## src/rtl/tsc_pkg.sv

```systemverilog
package tsc_pkg;

    typedef enum logic [1:0] {
        ST_IDLE  = 2'd0,
        ST_ARMED = 2'd1,
        ST_SEND  = 2'd2
    } tsc_state_e;

    typedef enum logic [1:0] {
        MD_IMMEDIATE = 2'd0,
        MD_STORE_FWD = 2'd1,
        MD_THRESHOLD = 2'd2
    } tsc_mode_e;

    // Fixed priority: immediate over store-and-forward over table threshold
    function automatic tsc_mode_e pick_mode(input logic imm, input logic saf);
        if (imm)      return MD_IMMEDIATE;
        else if (saf) return MD_STORE_FWD;
        else          return MD_THRESHOLD;
    endfunction

endpackage

```

## src/rtl/tsc_thresh_sel.sv

```systemverilog
module tsc_thresh_sel #(
    parameter int LVL_W   = 12,
    parameter int FAST_T0 = 72,
    parameter int FAST_T1 = 96,
    parameter int FAST_T2 = 128,
    parameter int FAST_T3 = 160,
    parameter int SLOW_T0 = 128,
    parameter int SLOW_T1 = 256,
    parameter int SLOW_T2 = 512,
    parameter int SLOW_T3 = 1024
) (
    input  logic             slow,
    input  logic [1:0]       code,
    output logic [LVL_W-1:0] level_req
);
    localparam int NUM_ENT = 4;

    logic [LVL_W-1:0] fast_tab [NUM_ENT];
    logic [LVL_W-1:0] slow_tab [NUM_ENT];

    generate
        for (genvar i = 0; i < NUM_ENT; i++) begin : g_tab
            localparam int FV = (i == 0) ? FAST_T0 : (i == 1) ? FAST_T1 :
                                (i == 2) ? FAST_T2 : FAST_T3;
            localparam int SV = (i == 0) ? SLOW_T0 : (i == 1) ? SLOW_T1 :
                                (i == 2) ? SLOW_T2 : SLOW_T3;
            assign fast_tab[i] = LVL_W'(FV);
            assign slow_tab[i] = LVL_W'(SV);
        end
    endgenerate

    assign level_req = slow ? slow_tab[code] : fast_tab[code];

endmodule

```

## src/rtl/tsc_frame_track.sv

```systemverilog
module tsc_frame_track #(
    parameter int MAX_FRAMES = 4,
    parameter int CNT_W      = 3
) (
    input  logic             clk,
    input  logic             rst_n,
    input  logic             cfg_one_frame,
    input  logic             ld_eof,
    input  logic             retire_req,
    output logic             ld_accept,
    output logic [CNT_W-1:0] frames,
    output logic             complete
);
    localparam logic [CNT_W-1:0] FULL = CNT_W'(MAX_FRAMES);

    logic eof_take;
    logic retire;

    always_comb begin
        ld_accept = (frames != FULL) && !(cfg_one_frame && (frames != '0));
        eof_take  = ld_eof && ld_accept;
        retire    = retire_req && ((frames != '0) || eof_take);
        complete  = (frames != '0);
    end

    always_ff @(posedge clk) begin
        if (!rst_n) frames <= '0;
        else        frames <= frames + CNT_W'(eof_take) - CNT_W'(retire);
    end

endmodule

```

## src/rtl/tsc_start_fsm.sv

```systemverilog
module tsc_start_fsm
    import tsc_pkg::*;
(
    input  logic clk,
    input  logic rst_n,
    input  logic has_data,
    input  logic go,
    input  logic mac_done,
    output logic tx_start,
    output logic sending
);
    tsc_state_e state_q;
    tsc_state_e state_d;

    always_comb begin
        state_d = state_q;
        unique case (state_q)
            ST_IDLE: begin
                if (go)            state_d = ST_SEND;
                else if (has_data) state_d = ST_ARMED;
            end
            ST_ARMED: begin
                if (go)            state_d = ST_SEND;
                else if (!has_data) state_d = ST_IDLE;
            end
            ST_SEND: begin
                if (mac_done)      state_d = ST_IDLE;
            end
            default:               state_d = ST_IDLE;
        endcase
    end

    always_ff @(posedge clk) begin
        if (!rst_n) state_q <= ST_IDLE;
        else        state_q <= state_d;
    end

    always_ff @(posedge clk) begin
        if (!rst_n) tx_start <= 1'b0;
        else        tx_start <= (state_q != ST_SEND) && (state_d == ST_SEND);
    end

    assign sending = (state_q == ST_SEND);

endmodule

```

## src/rtl/tx_start_ctrl.sv

```systemverilog
module tx_start_ctrl
    import tsc_pkg::*;
#(
    parameter int FIFO_BYTES = 2048,
    parameter int MAX_FRAMES = 4,
    parameter int IMM_LEVEL  = 16,
    parameter int FAST_T0    = 72,
    parameter int FAST_T1    = 96,
    parameter int FAST_T2    = 128,
    parameter int FAST_T3    = 160,
    parameter int SLOW_T0    = 128,
    parameter int SLOW_T1    = 256,
    parameter int SLOW_T2    = 512,
    parameter int SLOW_T3    = 1024,
    localparam int LVL_W     = $clog2(FIFO_BYTES + 1),
    localparam int CNT_W     = $clog2(MAX_FRAMES + 1)
) (
    input  logic             clk,
    input  logic             rst_n,
    input  logic             cfg_immediate,
    input  logic             cfg_store_fwd,
    input  logic             cfg_slow_speed,
    input  logic [1:0]       cfg_thr_code,
    input  logic             cfg_one_frame,
    input  logic [LVL_W-1:0] fifo_level,
    input  logic             ld_eof,
    input  logic             mac_done,
    output logic             tx_start,
    output logic             ld_accept
);
    localparam logic [LVL_W-1:0] IMM_LVL = LVL_W'(IMM_LEVEL);

    logic [LVL_W-1:0] thr_level;
    logic [CNT_W-1:0] frames_q;
    logic             complete;
    logic             sending;
    logic             go;
    logic             has_data;
    tsc_mode_e        mode;

    tsc_thresh_sel #(
        .LVL_W  (LVL_W),
        .FAST_T0(FAST_T0), .FAST_T1(FAST_T1), .FAST_T2(FAST_T2), .FAST_T3(FAST_T3),
        .SLOW_T0(SLOW_T0), .SLOW_T1(SLOW_T1), .SLOW_T2(SLOW_T2), .SLOW_T3(SLOW_T3)
    ) u_thr (
        .slow     (cfg_slow_speed),
        .code     (cfg_thr_code),
        .level_req(thr_level)
    );

    tsc_frame_track #(
        .MAX_FRAMES(MAX_FRAMES),
        .CNT_W     (CNT_W)
    ) u_track (
        .clk          (clk),
        .rst_n        (rst_n),
        .cfg_one_frame(cfg_one_frame),
        .ld_eof       (ld_eof),
        .retire_req   (mac_done && sending),
        .ld_accept    (ld_accept),
        .frames       (frames_q),
        .complete     (complete)
    );

    always_comb begin
        mode     = pick_mode(cfg_immediate, cfg_store_fwd);
        has_data = (fifo_level != '0) || complete;
        unique case (mode)
            MD_IMMEDIATE: go = complete || (fifo_level >= IMM_LVL);
            MD_STORE_FWD: go = complete;
            MD_THRESHOLD: go = complete || (fifo_level >= thr_level);
            default:      go = complete;
        endcase
    end

    tsc_start_fsm u_fsm (
        .clk     (clk),
        .rst_n   (rst_n),
        .has_data(has_data),
        .go      (go),
        .mac_done(mac_done),
        .tx_start(tx_start),
        .sending (sending)
    );

endmodule

```

## config.mk

```make
export PLATFORM = sky130hd
export DESIGN_NAME = tx_start_ctrl
export DESIGN_NICKNAME = d
export VERILOG_FILES = /design/src/rtl/tsc_pkg.sv /design/src/rtl/tsc_thresh_sel.sv /design/src/rtl/tsc_frame_track.sv /design/src/rtl/tsc_start_fsm.sv /design/src/rtl/tx_start_ctrl.sv
export SDC_FILE = /design/constraint.sdc
export NUM_CORES = 1
export LEC_CHECK = 0
export CAP_MARGIN = 30
export CORE_MARGIN = 8
export CORE_UTILIZATION = 31
export DETAILED_ROUTE_END_ITERATION = 8
export GPL_ROUTABILITY_DRIVEN = 0
export PLACE_DENSITY = 0.7
export SLEW_MARGIN = 40
export SYNTH_ARGS = -nofsm -noshare
export SYNTH_HDL_FRONTEND = slang
export SYNTH_SLANG_ARGS = --single-unit
```

## constraint.sdc

```tcl
create_clock -name clk -period 2 [get_ports clk]
set_input_delay 0.6 -clock clk [delete_from_list [all_inputs] [get_ports clk]]
set_output_delay 0.6 -clock clk [all_outputs]
set_load 0.01 [all_outputs]
```

# --- Word-level counts from Yosys, hierarchy flattened ---
# Cells that the tools add are included.
totals:
  latch_bits: 0
  mem_bits_rw: 0
  memories: 0
  ff_bits: 6
  romBits: 0
classes:
  n_lt_le_gt_ge: 3
  div_mod_pow: 0
  n_addsub: 2
  n_eq_ne: 6
  n_mul: 0
  n_shift: 0
  n_bitwise: 1
  n_reduce_logical: 15
  muxes: 16
ops:
  columns: ["operator", "count"]
  rows:
  - ["two-way mux 12 bit", 5]
  - ["binary-select mux 12 bit (select 2 bit)", 2]
  - ["two-way mux 2 bit", 7]
  - [">= comparator 12 bit", 1]
  - [">= comparator 12 x 5 -> 1 bit, second input constant", 1]
  - ["nonzero test 12 bit", 1]
  - ["equality test 2 bit, second input constant", 3]
  - ["logical AND 1 bit", 6]
  - ["one-hot mux 2 bit (3 select lines)", 1]
  - ["zero test 2 bit", 2]
  - ["logical OR 1 bit", 4]
  - ["adder 3 x 1 -> 3 bit", 1]
  - [">= comparator 3 bit, second input constant", 1]
  - ["!= test 3 bit, second input constant", 1]
  - ["NOT 2 -> 3 bit", 1]
  - ["nonzero test 3 bit", 1]
  - ["subtractor 3 x 1 -> 3 bit", 1]
  - ["equality test 2 x 1 -> 1 bit, second input constant", 1]
  - ["!= test 2 bit, second input constant", 1]
  - ["one-hot mux 1 bit (2 select lines)", 1]
  - ["zero test 1 bit", 1]

# --- Logic depth before layout (Yosys ltp) ---
# Gate-level depths: netlist of run 1.
depth:
  depth_word: 12
  depth_mapped: 9

# --- Modules after synthesis ---
# A second synthesis of run 1 with hierarchy kept.
hier_totals:
  hier_cells: 92
  hier_area_um2: 748.2
modules_own_cells:
  columns: ["mod", "n_inst", "cells_each", "area_per_inst_um2"]
  rows:
  - ["tx_start_ctrl", 1, 50, 351.6]
  - ["tsc_frame_track", 1, 18, 200.2]
  - ["tsc_start_fsm", 1, 8, 102.6]
  - ["tsc_thresh_sel", 1, 16, 93.8]

# --- Worst setup path before layout of run 1 ---
# No wires, ideal clock.
synth_timing:
  path_kind: "input-to-reg"
  start: "in ld_eof"
  end: "reg u_track.frames[2]"
  path_slack_ps: -48
  path_buffers: 0
  arrival_time_ps: 1933
  t_required_ps: 1885
  path_stages: 9
  setup_ps: 115
  cell_sequence: "nor4_1 nor3_1 ha_1 inv_1 ha_1 inv_1 fa_1 xnor2_1 and2_1"
synth_between:
  elab_chain_len: 4
synth_rtl:
  columns: ["item", "line_no", "source"]
  rows:
  - ["start: declaration", "tx_start_ctrl.sv:26", "input logic ld_eof,"]
  - ["logical AND 1 bit (*)", "tsc_frame_track.sv:21", "eof_take = ld_eof && ld_accept;"]
  - ["branches (longest 2 deep; another with adder 3 x 1 -> 3 bit)", null, null]
  - ["subtractor 3 x 1 -> 3 bit (*)", "tsc_frame_track.sv:28", "else frames <= frames + CNT_W'(eof_take) - CNT_W'(retire);"]
  - ["end signal: assignment", "tsc_frame_track.sv:28", null]
  - ["end: declaration", "tsc_frame_track.sv:11", "output logic [CNT_W-1:0] frames,"]
# Every way passes the cells marked *.
# A chain may end at the register's enable or synchronous reset.

# --- Final worst setup path of run 1 ---
layout_timing:
  start: "reg u_track.frames[2]"
  end: "reg u_track.frames[2]"
layout_between:
  elab_chain_len: 8
layout_rtl:
  columns: ["item", "line_no"]
  rows:
  - ["branches (longest 7 deep; another with adder 3 x 1 -> 3 bit)", null]
  - ["subtractor 3 x 1 -> 3 bit (*)", "tsc_frame_track.sv:28"]
# Marked as above.

==> results of run 1 <==
==> registers in the layout, indices dropped and copies added, names as in the netlist <==
signal and cells:
u_fsm.state_q 2, u_fsm.tx_start 1, u_track.frames 3
==> cells in the final DEF, fill, tap and decap left out, types with 2 or more instances in the layout <==
master and instances:
a21oi_1 3, a21oi_2 2, and2_1 3, buf_2 2, buf_4 9, clkbuf_2 2
clkbuf_4 4, clkdlybuf4s50_1 13, dfxtp_1 5, dlymetal6s2s_1 3, ha_1 4, ha_4 4
inv_1 3, inv_2 2, nand2_1 5, nand2b_1 2, nand3b_1 2, nor2_1 2
nor3_2 2, nor4_1 2, o31ai_2 2
==> cell families after synthesis <==
| kind of cell | count (synthesis) |
|---|---|
| simple gates | 28 |
| compound gates | 13 |
| fa+ha+maj | 10 |
| flops | 6 |
| buf+inv | 5 |
| xor+xnor | 2 |
| mux | 1 |
==> worst reg2reg max path, stage by stage (launching register included) <==
cell and delay, ns:
dfxtp_1 0.33, nor4_4 0.29, nor3_2 0.06, ha_1 0.27, inv_1 0.06, ha_2 0.16
inv_2 0.04, fa_2 0.34, xnor2_2 0.14, and2_1 0.16
==> cell type report <==
cell class                 count  area (sq um)  share of cell area
multi-input combinational     54         550.5              0.5359
sequential                     6         121.4              0.1181
tap                           25         31.28             0.03045
inverter                       5         18.77             0.01827
clock buffer                   3         22.52             0.02192
timing repair buffer          32         282.8              0.2753
==> power by group through the flow <==
stage          Sequential, mW  Combinational [mW]  Clock (mW)
2_1_floorplan           0.184               0.182           0
3_3_place_gp            0.181               0.314           0
3_5_place_dp            0.181               0.321           0
4_1_cts                 0.186               0.328       0.124
5_1_grt                 0.192               0.425       0.127
6_report                0.187               0.390       0.120
==> layer usage <==
| metal | up-vias | track usage | wire length [microns] |
|---|---|---|---|
| met3 | 2 | 0.04348 | 140 |
| met2 | 22 | 0.1654 | 870 |
| met4 | 0 | 0.05245 | 13 |
| li1 | 311 | - | - |
| met5 | - | 0 | 0 |
| met1 | 288 | 0.09777 | 716 |
==> synthesized netlist by cell type <==
library cell / count
ha_1: 9
or2_2: 1
or4_4: 1
o211ai_1: 1
nand2_1: 5
o31ai_1: 2
nor4_1: 3
nand4b_1: 1
a311oi_1: 1
nor2b_1: 1
o2111a_1: 1
and2_1: 3
mux2i_1: 1
nor2_1: 3
inv_1: 5
dfxtp_1: 6
nor3_1: 2
nand3b_1: 2
nand3_1: 2
o21ai_0: 1
nand4_1: 1
a21oi_4: 1
a21oi_1: 5
xnor2_1: 2
fa_1: 1
nand2b_1: 2
a211oi_2: 1
or3_1: 1
==> worst max path at each step <==
stage                                  from           endpoint  slack (ns)  cells past startpoint
final                     u_track.frames[2]  u_track.frames[2]        0.04                      9
after global routing          fifo_level[8]   u_fsm.state_q[0]       -0.02                      7
after CTS                            ld_eof  u_track.frames[2]       -0.07                     10
after detailed placement           mac_done  u_track.frames[2]       -0.55                     10
after global placement             mac_done  u_track.frames[2]       -0.54                     10
after floorplan                      ld_eof  u_track.frames[2]       0.004                      9
==> metrics by stage <==
stage          TNS [ns]  worst slack, ns  instance area, sq um  hold slack (ns)
2_1_floorplan         0         0.003642                 566.8           0.4982
3_3_place_gp     -2.746          -0.5365                 888.4           0.5414
3_5_place_dp     -2.853          -0.5478                 888.4           0.5421
4_1_cts        -0.07240         -0.07079                 937.1           0.5550
5_1_grt        -0.04556         -0.02233                  1027           0.5873
6_report              0          0.04389                  1027           0.5588
==> repair_timing <==
action,in CTS,in global routing
gates resized for setup,25,25
endpoints found under the setup margin,6,5
pin swaps,8,17
cloned,0,0
buffers inserted,0,1
==> key figures, run 1 <==
Logic synthesis
  • Synth top area share: 0.2143
  • Main combinational cell family by area after synthesis: simple AND/OR/NAND/NOR gates
  • Sequential share of the synthesized area: 0.2143
  • Area share of fa/ha/maj cells after synthesis: 0.2366
  • Synthesized instance count: 65
  • Area leader, netlist: dfxtp_1
  • Post-Synth XOR/XNOR Area: 0.03125
  • Mapped Area: 560.5 sq um
  • Area contributors post-synth: dfxtp_1, ha_1, a21oi_1
  • Synth cell types: 28
  • Simple-gate share of the synthesized area: 0.2857
  • Syn avg cell area: 8.624 sq um
  • Yosys reg bits: 6
  • Area fraction in compound gates after synthesis: 0.1808
  • Synthesized net count: 97
  • Syn. warnings: 0
  • Mux cell area share after synthesis: 0.01786

Setup path
  • Crit-path cells: nor4_4, nor3_2, ha_1, inv_1, ha_2, inv_2, fa_2, xnor2_2, and2_1
  • CP Data Required Time: 2.15 ns
  • CP Buf/Inv Count: 2
  • CP max FO: 2
  • Worst Setup End Kind: flop
  • Critical Path AT: 2.10 ns
  • Startpoint type of the worst setup path: flop
  • Reg2reg setup slack: 0.04 ns
  • Reg2reg path depth: 9
  • R2R Path End: u_track.frames[2]
  • CP max stage delay: 0.34 ns
  • Crit Path Class: reg -> reg
  • Reg2reg start: u_track.frames[2]
  • Crit path max-delay family: adder cells
  • Slowest cell on the critical path: fa_2

Outcome
  • Status: complete, no violations

Clock network
  • CTS buffer count: 3
  • Hold buffer count at CTS: 0
  • Clock Latency Late Sink: 0.25 ns
  • CTS H-tree lvls: 1
  • CTS Sinks: 6
  • CTS root buf: clkbuf_4
  • Max clock buf depth: 2
  • Clk pin slew, worst setup/hold paths: 0.05 ns
  • TritonCTS clock tree: built

Global route
  • Vias in the first global route: 636
  • Global route overflow: 0
  • Initial antenna violation count: 0
  • Total global-route track usage: 0.09751
  • Largest net degree at the start of global routing: 7
  • First-pass GRT wire length: 2.649 mm

Layout
  • Final Non-Filler Cells: 125
  • Layout Area Growth over Synthesis: 83.26%
  • Final Core Density: 0.6015
  • Fillers: 147
  • NumNets Final: 134
  • Layout cell share with drive strength beyond 1: 0.4200
  • Antenna cells: 0

Job
  • MaxCap Viol Count: 0

Place
  • Placed insts: 121
  • IO buf count: 23
  • Final HPWL DP: 1.279 mm

Floorplanning
  • Initial Util: 0.3282
  • Num ports: 24
  • Core area: 1708 sq um
  • Die Ht: 58.52 microns
  • Die width: 58.52 microns
  • Die ar.: 3425 sq um
  • # rows: 15

STA
  • RSZ-0062 raised after global routing: yes
  • Worst-Margin Slew: 0.2906 ns
  • Final hold viol count: 0
  • Final Setup Violations: 0
  • Setup Skew: 0.004248 ns
  • Tcrit/Tclk final: 0.9781
  • Fin. max-slew vios: 0
  • Slew headroom: 0.8045
  • Fmax: 511.2 MHz
  • Crit path time final: 1.956 ns

Hold path
  • Hold Path Class: reg -> reg
  • Cells on Worst Hold Path: 2
  • Hold_sp: u_fsm.state_q[1]
  • Worst hold endpoint: u_fsm.tx_start

Route
  • WL per Instance: 13.92 microns
  • Drt first-iter violations: 6
  • DRT Pass-1 Iters: 4
  • Antenna-violating nets left: 0
  • Post-Route WL: 1.740 mm
  • Via count: 623
  • Vias per cell: 4.984
  • Drc violations: 0

Power and ir drop
  • Clock group share of total power: 0.172
  • Psw: 0.2477 mW
  • Comb power frac: 0.559
  • Pwr Total: 0.6966 mW
  • Switching Fraction: 0.3557
  • PwrDens: 678.1 nW/um^2
  • LEAKAGE: 0.4187 nW
  • Peak VDD IR: 0.4425 mV
  • Pint: 0.4488 mW
  • Sequential share of power: 0.269
Power figures use the tool's default switching activity.
==> run 2, diff against run 1 <==
--- a/config.mk
+++ b/config.mk
@@ -5,7 +5,7 @@
 export SDC_FILE = /design/constraint.sdc
 export NUM_CORES = 1
 export LEC_CHECK = 0
-export CAP_MARGIN = 30
+export CAP_MARGIN = 0
 export CORE_MARGIN = 8
 export CORE_UTILIZATION = 31
 export DETAILED_ROUTE_END_ITERATION = 8
==> results of run 2 <==
No change in the layout: final DEF, timing and power equal those of run 1.
==> run 3, diff against run 2 <==
--- a/config.mk
+++ b/config.mk
@@ -6,11 +6,14 @@
 export NUM_CORES = 1
 export LEC_CHECK = 0
 export CAP_MARGIN = 0
+export CELL_PAD_IN_SITES_DETAIL_PLACEMENT = 2
+export CELL_PAD_IN_SITES_GLOBAL_PLACEMENT = 2
+export CORE_ASPECT_RATIO = 1.75
 export CORE_MARGIN = 8
-export CORE_UTILIZATION = 31
+export CORE_UTILIZATION = 20
 export DETAILED_ROUTE_END_ITERATION = 8
 export GPL_ROUTABILITY_DRIVEN = 0
-export PLACE_DENSITY = 0.7
+export PLACE_DENSITY = 0.78
 export SLEW_MARGIN = 40
 export SYNTH_ARGS = -nofsm -noshare
 export SYNTH_HDL_FRONTEND = slang
==> run 3 against run 2 <==
Critical path depth is 1 higher. Largest cell class unchanged. Cell area rose by 6.3%. Via count up 3.9%. Wire length increased by 35%. Clock skew decreased by 0.0030 ns. Combinational power up 3%.
==> key figures, run 3 (synthesis results as in run 1) <==
STA
  • Slew headroom: 0.8152
  • Fmax: 518.3 MHz
  • Setup Skew: 0.001271 ns
  • Worst-Margin Slew: 0.2747 ns
  • Tcrit/Tclk final: 0.9647
  • Crit path time final: 1.929 ns
  • Final hold viol count: 0
  • Final Setup Violations: 0
  • Fin. max-slew vios: 0
  • Worst setup margin: 0.07069 ns
  • Worst hold slack: 0.5919 ns
  • RSZ-0062 raised after global routing: yes

Route
  • DRT Pass-1 Iters: 2
  • Antenna-violating nets left: 0
  • Drt first-iter violations: 3
  • Vias per cell: 5.176
  • Via count: 647
  • Post-Route WL: 2.347 mm
  • WL per Instance: 18.78 microns
  • Drc violations: 0

Power and ir drop
  • Pint: 0.5099 mW
  • Clock group share of total power: 0.238
  • Sequential share of power: 0.246
  • Comb power frac: 0.516
  • Psw: 0.2700 mW
  • LEAKAGE: 0.4519 nW
  • PwrDens: 714.0 nW/um^2
  • Switching Fraction: 0.3462
  • Peak VDD IR: 0.4141 mV

Global route
  • Initial antenna violation count: 0
  • Largest net degree at the start of global routing: 7
  • First-pass GRT wire length: 3.732 mm
  • Total global-route track usage: 0.09788
  • Global route overflow: 0
  • Vias in the first global route: 825

Setup path
  • CP Data Required Time: 2.11 ns
  • CP Buf/Inv Count: 3
  • Startpoint type of the worst setup path: input pin
  • Slowest cell on the critical path: fa_2
  • Critical Path AT: 2.04 ns
  • Crit Path Class: in -> reg
  • CP max stage delay: 0.34 ns
  • CP max FO: 2
  • Crit-path cells: buf_6, nor4_4, nor3_2, ha_1, inv_1, ha_2, inv_2, fa_2, xnor2_2, and2_1
  • Crit path max-delay family: adder cells
  • Worst Setup End Kind: flop

Place
  • Placed insts: 121
  • IO buf count: 23
  • Final HPWL DP: 1.712 mm
  • DP Area: 875.8 sq um
  • Dpl ws: -0.6420 ns

Clock network
  • Clock Latency Late Sink: 0.23 ns
  • Clk pin slew, worst setup/hold paths: 0.04 ns
  • CTS H-tree lvls: 1
  • CTS buffer count: 3
  • CTS Sinks: 6
  • Hold buffer count at CTS: 0
  • TritonCTS clock tree: built
  • Max clock buf depth: 2
  • CTS root buf: clkbuf_8

Floorplanning
  • Die ar.: 4820 sq um
  • Die width: 56.02 microns
  • # rows: 25
  • Num ports: 24
  • Core area: 2690 sq um
  • Initial Util: 0.2084
  • Die Ht: 86.04 microns

Layout
  • Commonest non-fill, non-tap cells in the layout: clkdlybuf4s50_1, buf_4, ha_4, dlymetal6s2s_1, nand2_1
  • Commonest non-fill, non-tap cell in the layout: clkdlybuf4s50_1
  • Fillers: 303
  • NumNets Final: 132
  • Antenna cells: 0
  • Final instance area: 1092 sq um
  • Storage cell area: 122.6 sq um
  • Largest register FFs: 3
  • Biggest regs: u_track.frames (3), u_fsm.state_q (2), u_fsm.tx_start (1)
  • Multi-input combinational cell area: 598.1 sq um
  • Register bank with the most flops: u_track.frames
  • Final Non-Filler Cells: 125
  • Layout cell share with drive strength beyond 1: 0.4388
  • Layout Area Growth over Synthesis: 94.87%

Outcome
  • Status: complete, no violations

Hold path
  • Hold Path Class: reg -> reg

Job
  • MaxCap Viol Count: 0
-- run 3: cell types whose count changed in the layout (fill, tap and decap cells not counted), sizes merged --
cell | before | now
dlymetal6s2s | 3 | 6
clkbuf | 6 | 4
dlygate4sd2 | 1 | 3
buf | 12 | 11
clkdlybuf4s50 | 13 | 9
-- run 3: power groups by stage --
stage	sequential, mW	clock, mW	combinational [mW]
finish	0.192	0.186	0.402
global route	0.195	0.196	0.446
CTS	0.188	0.190	0.366
detailed placement	0.182	0	0.339
global placement	0.183	0	0.316
floorplan	0.184	0	0.182
-- run 3: final timing paths --
path	startpoint	end	slack [ns]	cells after the start
max	ld_eof	u_track.frames[2]	0.07	10
max reg2reg	u_track.frames[2]	u_track.frames[2]	0.07	9
min reg2reg	u_fsm.state_q[1]	u_fsm.tx_start	0.59	2
min	u_fsm.state_q[1]	u_fsm.tx_start	0.59	2
-- run 3: timing repair --
action | CTS | global route
buffers inserted | 1 | 0
setup endpoints to repair | 6 | 5
resized for setup | 37 | 21
pin swaps | 16 | 16
-- run 3: metrics by stage --
stage          setup TNS (ns)  power (mW)  utilization
2_1_floorplan               0      0.3658            -
3_3_place_gp           -2.974      0.4985       0.3256
3_5_place_dp           -3.308      0.5205       0.3256
4_1_cts               -0.1896      0.7436       0.3688
5_1_grt              -0.03214      0.8364       0.4060
6_report                    0      0.7800       0.4060
-- run 3: layout make-up --
class | count | share of cell area
clock buffers | 3 | 0.03780
inverters | 5 | 0.01718
flip-flops and latches | 6 | 0.1123
well taps | 27 | 0.03093
repair buffers | 30 | 0.2543
multi-input cells | 54 | 0.5475
-- run 3: worst min-delay path: cells and delay by family, from the launching register on --
kind,cells,cell delay [ns]
and+or+nand+nor,1,0.13
DFF,1,0.37
AOI/OAI and AO/OA,1,0.04
-- run 3: routing by layer --
layer,routed length [microns],global-route usage
met4,30,0.03956
met1,751,0.07239
met2,1409,0.2097
met3,155,0.03107
met5,0,0
